--- config.mk ---
export PLATFORM = sky130hd
export DESIGN_NAME = smem_bridge
export DESIGN_NICKNAME = d
export VERILOG_FILES = /design/src/rtl/smem_pkg.sv /design/src/rtl/smem_decode.sv /design/src/rtl/smem_seq.sv /design/src/rtl/smem_bridge.sv
export SDC_FILE = /design/constraint.sdc
export NUM_CORES = 1
export LEC_CHECK = 0
export BUFFER_PORTS_ARGS = -buffer_cell sky130_fd_sc_hd__buf_2
export CORE_ASPECT_RATIO = 1.25
export CORE_MARGIN = 4
export CORE_UTILIZATION = 49
export CTS_CLUSTER_DIAMETER = 150
export DETAILED_ROUTE_END_ITERATION = 6
export GPL_TIMING_DRIVEN = 1
export PLACE_DENSITY = 0.78
export SYNTH_ARGS = -nofsm -noshare
export SYNTH_HDL_FRONTEND = slang
export SYNTH_SLANG_ARGS = --single-unit
export TNS_END_PERCENT = 5
--- constraint.sdc ---
create_clock -name clk -period 3.65 [get_ports clk]
set_input_delay 0.1825 -clock clk [delete_from_list [all_inputs] [get_ports clk]]
set_output_delay 0.1825 -clock clk [all_outputs]
set_load 0.05 [all_outputs]
--- src/rtl/smem_pkg.sv ---
package smem_pkg;

  parameter int SM_ADDR_W = 32;
  parameter int SM_DATA_W = 32;
  parameter int SM_MEM_AW = 26;
  parameter int SM_MEM_DW = 16;
  parameter int SM_BEAT_W = 2;

  typedef enum logic [2:0] {
    PH_IDLE,
    PH_SETUP,
    PH_DATA,
    PH_HOLD,
    PH_RESP
  } phase_e;

  // Number of device cycles for one request.
  function automatic logic [SM_BEAT_W:0] beat_total(input logic [1:0] size,
                                                    input logic       wide);
    logic [SM_BEAT_W:0] n;
    case (size)
      2'd0:    n = 3'd1;
      2'd1:    n = wide ? 3'd1 : 3'd2;
      default: n = wide ? 3'd2 : 3'd4;
    endcase
    return n;
  endfunction

  // Device word address for beat number 'beat'.
  function automatic logic [SM_MEM_AW-1:0] dev_word_addr(
      input logic [SM_MEM_AW-1:0] byte_addr,
      input logic                 wide,
      input logic [SM_BEAT_W-1:0] beat);
    logic [SM_MEM_AW-1:0] base;
    logic [SM_MEM_AW-1:0] sum;
    base = wide ? (byte_addr >> 1) : byte_addr;
    sum  = base + SM_MEM_AW'(beat);
    if (wide) sum[SM_MEM_AW-1] = 1'b0;
    return sum;
  endfunction

  // Value placed on the device data bus for one write beat.
  function automatic logic [SM_MEM_DW-1:0] write_lane(
      input logic [SM_DATA_W-1:0] wdata,
      input logic [1:0]           size,
      input logic                 wide,
      input logic [SM_BEAT_W-1:0] beat);
    logic [SM_MEM_DW-1:0] v;
    if (!wide)
      v = {8'h00, wdata[{beat, 3'b000} +: 8]};
    else if (size == 2'd0)
      v = {wdata[7:0], wdata[7:0]};
    else
      v = wdata[{beat[0], 4'b0000} +: 16];
    return v;
  endfunction

  // Merge one captured device word into the response word.
  function automatic logic [SM_DATA_W-1:0] read_merge(
      input logic [SM_DATA_W-1:0] cur,
      input logic [SM_MEM_DW-1:0] din,
      input logic [1:0]           size,
      input logic                 wide,
      input logic                 odd,
      input logic [SM_BEAT_W-1:0] beat);
    logic [SM_DATA_W-1:0] v;
    v = cur;
    if (!wide)
      v[{beat, 3'b000} +: 8] = din[7:0];
    else if (size == 2'd0)
      v[7:0] = odd ? din[15:8] : din[7:0];
    else
      v[{beat[0], 4'b0000} +: 16] = din;
    return v;
  endfunction

endpackage

--- src/rtl/smem_decode.sv ---
module smem_decode #(
  parameter int ADDR_W = 32,
  parameter int MEM_AW = 26,
  parameter int BANK_W = 2,
  parameter logic [ADDR_W-MEM_AW-BANK_W-1:0] WIN_TAG = 'h6
) (
  input  logic [ADDR_W-1:0] addr,
  output logic              hit,
  output logic [BANK_W-1:0] bank
);
  localparam int TAG_LSB = MEM_AW + BANK_W;

  assign hit  = (addr[ADDR_W-1:TAG_LSB] == WIN_TAG);
  assign bank = addr[TAG_LSB-1:MEM_AW];
endmodule

--- src/rtl/smem_seq.sv ---
module smem_seq
  import smem_pkg::*;
#(
  parameter int ASET_W = 4,
  parameter int DSET_W = 8,
  parameter int AHLD_W = 4,
  parameter int BEAT_W = 2
) (
  input  logic              clk,
  input  logic              rst_n,
  input  logic              go,
  input  logic              reject,
  input  logic [ASET_W-1:0] addset,
  input  logic [DSET_W-1:0] datast,
  input  logic [AHLD_W-1:0] addhold,
  input  logic [BEAT_W:0]   nbeats,
  output phase_e            phase,
  output logic [BEAT_W-1:0] beat,
  output logic              capture,
  output logic              beat_end,
  output logic              last_beat
);
  localparam int MAX_AD = (ASET_W > DSET_W) ? ASET_W : DSET_W;
  localparam int CNT_W  = (MAX_AD > AHLD_W) ? MAX_AD : AHLD_W;

  logic [CNT_W-1:0]  cnt;
  logic [ASET_W-1:0] aset_q;
  logic [DSET_W-1:0] dset_q;
  logic [AHLD_W-1:0] ahld_q;
  logic [BEAT_W:0]   nb_q;

  assign capture   = (phase == PH_DATA) && (cnt == '0);
  assign beat_end  = (capture && (ahld_q == '0)) ||
                     ((phase == PH_HOLD) && (cnt == '0));
  assign last_beat = ((BEAT_W+1)'(beat) + 1'b1) == nb_q;

  always_ff @(posedge clk or negedge rst_n) begin
    if (!rst_n) begin
      phase  <= PH_IDLE;
      cnt    <= '0;
      beat   <= '0;
      aset_q <= '0;
      dset_q <= '0;
      ahld_q <= '0;
      nb_q   <= '0;
    end else begin
      case (phase)
        PH_IDLE: begin
          if (go) begin
            phase  <= PH_SETUP;
            cnt    <= CNT_W'(addset);
            beat   <= '0;
            aset_q <= addset;
            dset_q <= datast;
            ahld_q <= addhold;
            nb_q   <= nbeats;
          end else if (reject) begin
            phase <= PH_RESP;
          end
        end
        PH_SETUP: begin
          if (cnt == '0) begin
            phase <= PH_DATA;
            cnt   <= CNT_W'(dset_q);
          end else begin
            cnt <= cnt - 1'b1;
          end
        end
        PH_DATA, PH_HOLD: begin
          if (beat_end) begin
            if (last_beat) begin
              phase <= PH_RESP;
            end else begin
              phase <= PH_SETUP;
              beat  <= beat + 1'b1;
              cnt   <= CNT_W'(aset_q);
            end
          end else if (capture) begin
            phase <= PH_HOLD;
            cnt   <= CNT_W'(ahld_q - 1'b1);
          end else begin
            cnt <= cnt - 1'b1;
          end
        end
        default: phase <= PH_IDLE;
      endcase
    end
  end
endmodule

--- src/rtl/smem_bridge.sv ---
module smem_bridge
  import smem_pkg::*;
#(
  parameter int ADDR_W = SM_ADDR_W,
  parameter int DATA_W = SM_DATA_W,
  parameter int MEM_AW = SM_MEM_AW,
  parameter int MEM_DW = SM_MEM_DW,
  parameter int NBANK  = 4,
  parameter int ASET_W = 4,
  parameter int DSET_W = 8,
  parameter int AHLD_W = 4
) (
  input  logic              clk,
  input  logic              rst_n,
  input  logic              req_valid,
  input  logic              req_write,
  input  logic [1:0]        req_size,
  input  logic [ADDR_W-1:0] req_addr,
  input  logic [DATA_W-1:0] req_wdata,
  output logic              rsp_ready,
  output logic              rsp_err,
  output logic [DATA_W-1:0] rsp_rdata,
  input  logic              cfg_wide,
  input  logic [ASET_W-1:0] cfg_addset,
  input  logic [DSET_W-1:0] cfg_datast,
  input  logic [AHLD_W-1:0] cfg_addhold,
  output logic [MEM_AW-1:0] mem_addr,
  output logic [NBANK-1:0]  mem_cs_n,
  output logic              mem_oe_n,
  output logic              mem_we_n,
  output logic [MEM_DW-1:0] mem_dout,
  output logic              mem_dout_en,
  input  logic [MEM_DW-1:0] mem_din
);
  localparam int BANK_W = $clog2(NBANK);
  localparam int BEAT_W = SM_BEAT_W;

  // Named internal events (also observed by the checker)
  phase_e            phase;
  logic [BEAT_W-1:0] beat;
  logic              capture;
  logic              beat_end;
  logic              last_beat;
  logic              accept;
  logic              win_hit;
  logic [BANK_W-1:0] win_bank;
  logic              in_beat;
  logic              strobe;

  // Request state captured on acceptance
  logic              wr_q;
  logic [1:0]        size_q;
  logic [MEM_AW-1:0] addr_q;
  logic [DATA_W-1:0] wdata_q;
  logic              wide_q;
  logic [BANK_W-1:0] bank_q;
  logic              err_q;
  logic [DATA_W-1:0] rdata_q;

  smem_decode #(
    .ADDR_W (ADDR_W),
    .MEM_AW (MEM_AW),
    .BANK_W (BANK_W)
  ) u_decode (
    .addr (req_addr),
    .hit  (win_hit),
    .bank (win_bank)
  );

  assign accept = req_valid && (phase == PH_IDLE);

  smem_seq #(
    .ASET_W (ASET_W),
    .DSET_W (DSET_W),
    .AHLD_W (AHLD_W),
    .BEAT_W (BEAT_W)
  ) u_seq (
    .clk       (clk),
    .rst_n     (rst_n),
    .go        (accept && win_hit),
    .reject    (accept && !win_hit),
    .addset    (cfg_addset),
    .datast    (cfg_datast),
    .addhold   (cfg_addhold),
    .nbeats    (beat_total(req_size, cfg_wide)),
    .phase     (phase),
    .beat      (beat),
    .capture   (capture),
    .beat_end  (beat_end),
    .last_beat (last_beat)
  );

  always_ff @(posedge clk or negedge rst_n) begin
    if (!rst_n) begin
      wr_q    <= 1'b0;
      size_q  <= '0;
      addr_q  <= '0;
      wdata_q <= '0;
      wide_q  <= 1'b0;
      bank_q  <= '0;
      err_q   <= 1'b0;
      rdata_q <= '0;
    end else begin
      if (accept) begin
        wr_q    <= req_write;
        size_q  <= req_size;
        addr_q  <= req_addr[MEM_AW-1:0];
        wdata_q <= req_wdata;
        wide_q  <= cfg_wide;
        bank_q  <= win_bank;
        err_q   <= !win_hit;
        rdata_q <= '0;
      end else if (capture && !wr_q) begin
        rdata_q <= read_merge(rdata_q, mem_din, size_q, wide_q, addr_q[0], beat);
      end
    end
  end

  assign in_beat = (phase == PH_SETUP) || (phase == PH_DATA) || (phase == PH_HOLD);
  assign strobe  = (phase == PH_DATA);

  for (genvar gi = 0; gi < NBANK; gi++) begin : g_cs
    assign mem_cs_n[gi] = !(in_beat && (bank_q == BANK_W'(gi)));
  end

  assign mem_we_n    = !(strobe && wr_q);
  assign mem_oe_n    = !(strobe && !wr_q);
  assign mem_addr    = dev_word_addr(addr_q, wide_q, beat);
  assign mem_dout_en = in_beat && wr_q;
  assign mem_dout    = mem_dout_en ? write_lane(wdata_q, size_q, wide_q, beat) : '0;

  assign rsp_ready = (phase == PH_RESP);
  assign rsp_err   = (phase == PH_RESP) && err_q;
  assign rsp_rdata = rdata_q;
endmodule

# Word level (Yosys, flattened, before mapping)
# Index checks and enable logic that the tools add are counted.
[totals]
regBits = 129
latch_bits = 0
mem_bits_rw = 0
rom_bits = 0
inputBits = 103
n_memories = 0
[classes]
n_addsub = 7
mul = 0
n_div = 0
magnitude_cmp = 0
eq_ne = 18
n_shift = 6
n_mux = 33
n_bitwise = 0
reduce_logical = 41
[op_table]
columns = ["op", "count"]
rows = [
  ["32-bit 2-to-1 mux", 3],
  ["32-bit bitwise mux", 2],
  ["8-bit 2-to-1 mux", 7],
  ["16-bit 2-to-1 mux", 3],
  ["16-bit by 7-bit variable shift with 32-bit output, first input constant", 1],
  ["8-bit by 7-bit variable shift with 32-bit output, first input constant", 1],
  ["16-bit by 7-bit indexed part select with 32-bit output", 1],
  ["32-bit by 6-bit indexed part select with 16-bit output", 1],
  ["32-bit by 6-bit indexed part select with 8-bit output", 1],
  ["8-bit by 7-bit indexed part select with 32-bit output", 1],
  ["26-bit by 2-bit adder with 26-bit output", 1],
  ["26-bit 2-to-1 mux", 1],
  ["24-bit 2-to-1 mux", 1],
  ["8-bit case mux with 3 select lines", 1],
  ["3-bit 2-to-1 mux", 7],
  ["1-bit logical AND", 15],
  ["5-bit negation with 7-bit output", 2],
  ["3-bit inequality test, second input constant", 3],
  ["3-bit case mux with 3 select lines", 1],
  ["1-bit zero test", 8],
  ["8-bit zero test", 1],
  ["2-bit 2-to-1 mux", 4],
  ["8-bit by 1-bit subtractor with 8-bit output, second input constant", 1],
  ["3-bit by 2-bit equality test with 1-bit output, second input constant", 2],
  ["other kinds (25)", 36],
]

# Longest topological paths before layout
[logic_depth]
ltp_word = 7
ltp_mapped = 16

# By module
# A second synthesis with hierarchy kept.
[unflattened]
hier_cells = 877
area_unflattened_um2 = 7636.1
[modules_own_cells]
columns = ["module", "instances", "cells_each", "area_each_um2", "seq_area_each_um2"]
rows = [
  ["smem_bridge", 1, 700, 5814.3, 2427.3],
  ["smem_seq", 1, 174, 1794.2, 800.8],
  ["smem_decode", 1, 3, 27.5, 0.0],
]

# Least setup slack after synthesis
# Ideal clock, no wire load.
[synth_path]
path_kind = "reg-to-output"
from = "reg wide_q"
to = "out mem_addr[24]"
arrival_ns = 4.592
t_required_ns = 3.467
path_slack_ns = -1.125
stages_incl_launch_ff = 17
path_buffers = 5
cell_sequence = "dfrtp_1 -> buf_2 -> buf_6 -> buf_2 -> buf_1 -> buf_1 -> nand2_1 -> o21ai_0 -> ha_1 -> inv_1 -> fa_1 -> nand2b_1 -> nor4_2 -> nand4_1 -> nor2_1 -> a211oi_1 -> a311oi_1"
[synth_via]
elab_chain_len = 2
[synth_lines]
columns = ["item", "line_no", "source"]
rows = [
  ["from (decl)", "smem_bridge.sv:55", "logic wide_q;"],
  ["from (signal assigned)", "smem_bridge.sv:109", "wide_q <= cfg_wide;"],
  ["26-bit 2-to-1 mux", "smem_pkg.sv:36", "base = wide ? (byte_addr >> 1) : byte_addr;"],
  ["26-bit by 2-bit adder with 26-bit output", "smem_pkg.sv:37", "sum = base + SM_MEM_AW'(beat);"],
  ["to (decl)", "smem_bridge.sv:27", "output logic [MEM_AW-1:0] mem_addr,"],
]
# No other way between the ends.

# Worst setup path in the final report
[layout_path]
from = "reg wide_q"
to = "out mem_addr[16]"
# Same word-level chain as after synthesis.

==> impl_metrics.csv <==
group,metric,value,unit
critical_path,endpoint_kind,"output pin",
global_route,grt_max_degree,86,
place,routabilityCongestion,0.841,
sta,period_share,0.921,
critical_path,worst-path-buf-inv,4,
clock_tree,clockBufferDepth,2,
synth,synth_seq_cells,129,
critical_path,path_cells,"o21ai_0, ha_1, inv_1, fa_1, nand2b_2, nor4_4, nand4_1, buf_4, buf_4, o221ai_1, o221a_2, clkbuf_4",
clock_tree,cts_tree,"yes",
finish,layout.nets,1226,
sta,slew_viol_final,0,
sta,holdWs,0.0205,ns
synth,syn_avg_cell_area,8.59,um2
global_route,met3_usage,0.0552,
sta,tightest_slew,0.752,ns
finish,drive_above_1_share,0.251,
sta,final-hold-violation-count,0,
sta,final-setup-viol-count,0,
synth,syn_nets,978,
clock_tree,cts_sinks,129,
synth,netlist_area,7440,um2
routing,avgRoutedWirePerCell,16.8,um
global_route,first_global_vias,7582,
floorplanning,dieWidth,118,um
critical_path,ff2ff_setup_slack,0.79,ns
floorplanning,placementRows,50,
min_path,min_path_type,"in2reg",
global_route,grt_busiest_layer,"met2",
synth,synth_flop_cell,"dfrtp_1",
pwr,p_sw,0.00100,W
pwr,p_per_area,379,nW/um2
critical_path,r2r-end,"rsp_rdata[5]",
place,dpl_worst_slack,0.191,ns
global_route,gr-usage-all-layers,0.258,
clock_tree,clk_latency,0.42,ns
pwr,switching_share,0.265,
global_route,grt_first_pass_wirelength,36.3,mm
routing,viasPerCell,5.63,
floorplanning,design.core.area,15000,um2
global_route,use_met1,0.303,
pwr,cellLeakagePower,4.80,nW
critical_path,worstSetupPathType,"reg2out",
critical_path,critPathSlowestCell,"dfrtp_2",
critical_path,path_max_fanout,5,
floorplanning,die-area,17200,um2
synth,yosysSeqAreaShare,0.434,
place,port-buffer-count,185,
pwr,pwr-share-clk,0.452,
synth,ys_types,66,
clock_tree,cts_root_buffer,"clkbuf_16",
run,drv_cap,0,
synth,synth-edff-count,0,
synth,yosysTopAreaCell,"dfrtp_1",
synth,yosysWarnings,0,
critical_path,rr_worst_depth,7,
routing,drtAntennaViolNets,0,
routing,first_iter_violations,648,
status,status,"finished, final reports clean",
critical_path,arrival,3.18,ns
global_route,overflow,0,
finish,design_area,9950,um2
pwr,ir_drop,0.385,mV
clock_tree,h-tree-depth,4,
synth,synthArstFlopShare,1.00,
place,hpwlAfterDp,14.7,mm
synth,synth.area.top_cells,"dfrtp_1 43%, nand2_1 12%, nor2_1 4.1%",
sta,fmax,297,MHz
sta,grt_setup_unrepaired,"false",
min_path,min_from,"cfg_addset[0]",
floorplanning,fp.dieH,146,um
routing,first_pass_iters,6,
critical_path,cpPeakStageDelay,0.43,ns
min_path,whs_path_depth,2,
synth,yosysTopAreaCellShare,0.434,
sta,relSlewSlack,0.497,
clock_tree,cts_inserted_buffers,17,
routing,vias,7369,
sta,skew,0.0115,ns
routing,drcViolationCount,0,
routing,drt-total-wl,22.0,mm
critical_path,cp_top_family,"compound AO/OA/AOI/OAI gates",
min_path,holdPathEnd,"u_seq.aset_q[0]",
place,placed_cell_area,8550,um2
pwr,power_frac_comb,0.142,
clock_tree,path_clk_slew,0.05,ns
sta,setup_slack,0.288,ns
critical_path,reg2reg_from,"u_seq.beat[0]",
global_route,use_met2,0.440,
global_route,antenna_found_initial,1,
critical_path,worstPathRequired,3.47,ns
floorplanning,initial_core_util,0.498,
synth,syn-instance-count,866,
finish,final_core_util,0.666,
sta,fin_crit,3.36,ns
finish,areaGrowthSynthToFinish,33.8,%
floorplanning,io-pin-count,186,
pwr,p_seq_frac,0.406,
critical_path,crit_path_start_kind,"flip-flop",
pwr,internal_power,0.00277,W
critical_path,crit_top_cell,"buf_4",
[cells by family (layout without fill, tap and decap cells)]
family | count (synthesis) | in the layout | synth area share
fa+ha+maj | 9 | 9 | 0.0161
buf+inv | 76 | 336 | 0.0422
flops | 129 | 129 | 0.434
mux | 50 | 50 | 0.0837
xor+xnor | 37 | 37 | 0.0435
simple gates | 407 | 407 | 0.239
compound gates | 158 | 158 | 0.141
other cells | 0 | 1 | 0
[worst max-delay path by stage]
stage	startpoint	cells past startpoint	end	slack [ns]
after floorplan	wide_q	16	mem_addr[24]	-0.30
after global placement	wide_q	11	mem_addr[24]	0.23
after detailed placement	wide_q	11	mem_addr[24]	0.19
after CTS	wide_q	12	mem_addr[24]	0.02
after global routing	wide_q	13	mem_addr[20]	0.08
final	wide_q	12	mem_addr[16]	0.29
[cell usage after synthesis (8+ instances only)]
master,n
o21ai_0,24
ha_1,8
a21oi_1,49
buf_2,10
dfrtp_1,129
nor3_1,14
mux2_2,18
inv_1,26
nand2_1,240
nand3_1,24
a311oi_1,10
buf_1,10
and3_1,9
nor2_1,81
mux4_2,8
a22oi_1,28
a211oi_1,13
xnor2_1,19
clkbuf_1,27
mux2i_1,24
xor2_1,18
[cells in the final DEF, fill, tap and decap left out, types with 17 or more instances in the layout]
master,Yosys,final
a21oi_1,49,49
a22oi_1,28,28
buf_2,10,181
buf_4,0,18
clkbuf_16,0,17
dfrtp_1,129,128
dlygate4sd3_1,0,76
inv_1,26,26
mux2_2,18,18
mux2i_1,24,21
nand2_1,240,240
nand3_1,24,24
nor2_1,81,80
o21ai_0,24,24
xnor2_1,19,19
xor2_1,18,18
[registers in the layout (all words and copies together), names as in the netlist, 2 cells and up]
register	flops
addr_q	26
bank_q	2
rsp_rdata	32
size_q	2
u_seq.ahld_q	4
u_seq.aset_q	4
u_seq.beat	2
u_seq.cnt	8
u_seq.dset_q	8
u_seq.nb_q	3
u_seq.phase	3
wdata_q	32
[worst register-to-register path, stage by stage (launching register included)]
cell	delay [ns]
dfrtp_1	0.35
buf_4	0.37
inv_1	0.12
ha_1	0.41
or4b_2	0.64
a21oi_1	0.53
a22oi_1	0.18
a21oi_1	0.20
[per-layer routing]
metal  up-vias  share of wire
met5         -              0
met4         0          0.049
met3        90          0.058
met2       318           0.51
met1      3476           0.39
li1       3485              -
[final cells by class]
cell class / instances / area (um2)
diodes: 1 / 2.50
clock buffers: 21 / 450
clock inverters: 10 / 135
fillers: 1206 / 5000
inverters: 26 / 97.6
multi-input cells: 661 / 3960
flip-flops and latches: 129 / 3230
well taps: 182 / 228
repair buffers: 279 / 1850
[per-stage QoR]
step,power [W],setup TNS (ns),cells
after floorplan,0.00184,-1.15,866
after global placement,0.00201,0,1198
after detailed placement,0.00202,0,1198
after CTS,0.00379,0,1308
after global routing,0.00392,0,1309
final,0.00377,0,1309
[repair_timing]
item,CTS,global route
gates cloned,0,0
endpoints found under the setup margin,4,6
gates resized for setup,0,11
buffers inserted,3,0
hold buffers,76,0
pin swaps,1,1
hold endpoints to repair,119,0
[power groups by stage]
stage               sequential (W)  clock, W  combinational, W
finish                     0.00153   0.00171          0.000534
detailed placement         0.00156         0          0.000462
global route               0.00154   0.00180          0.000578
CTS                        0.00153   0.00173          0.000526
global placement           0.00155         0          0.000456
floorplan                  0.00157         0          0.000272
(Power assumes the default switching activity.)
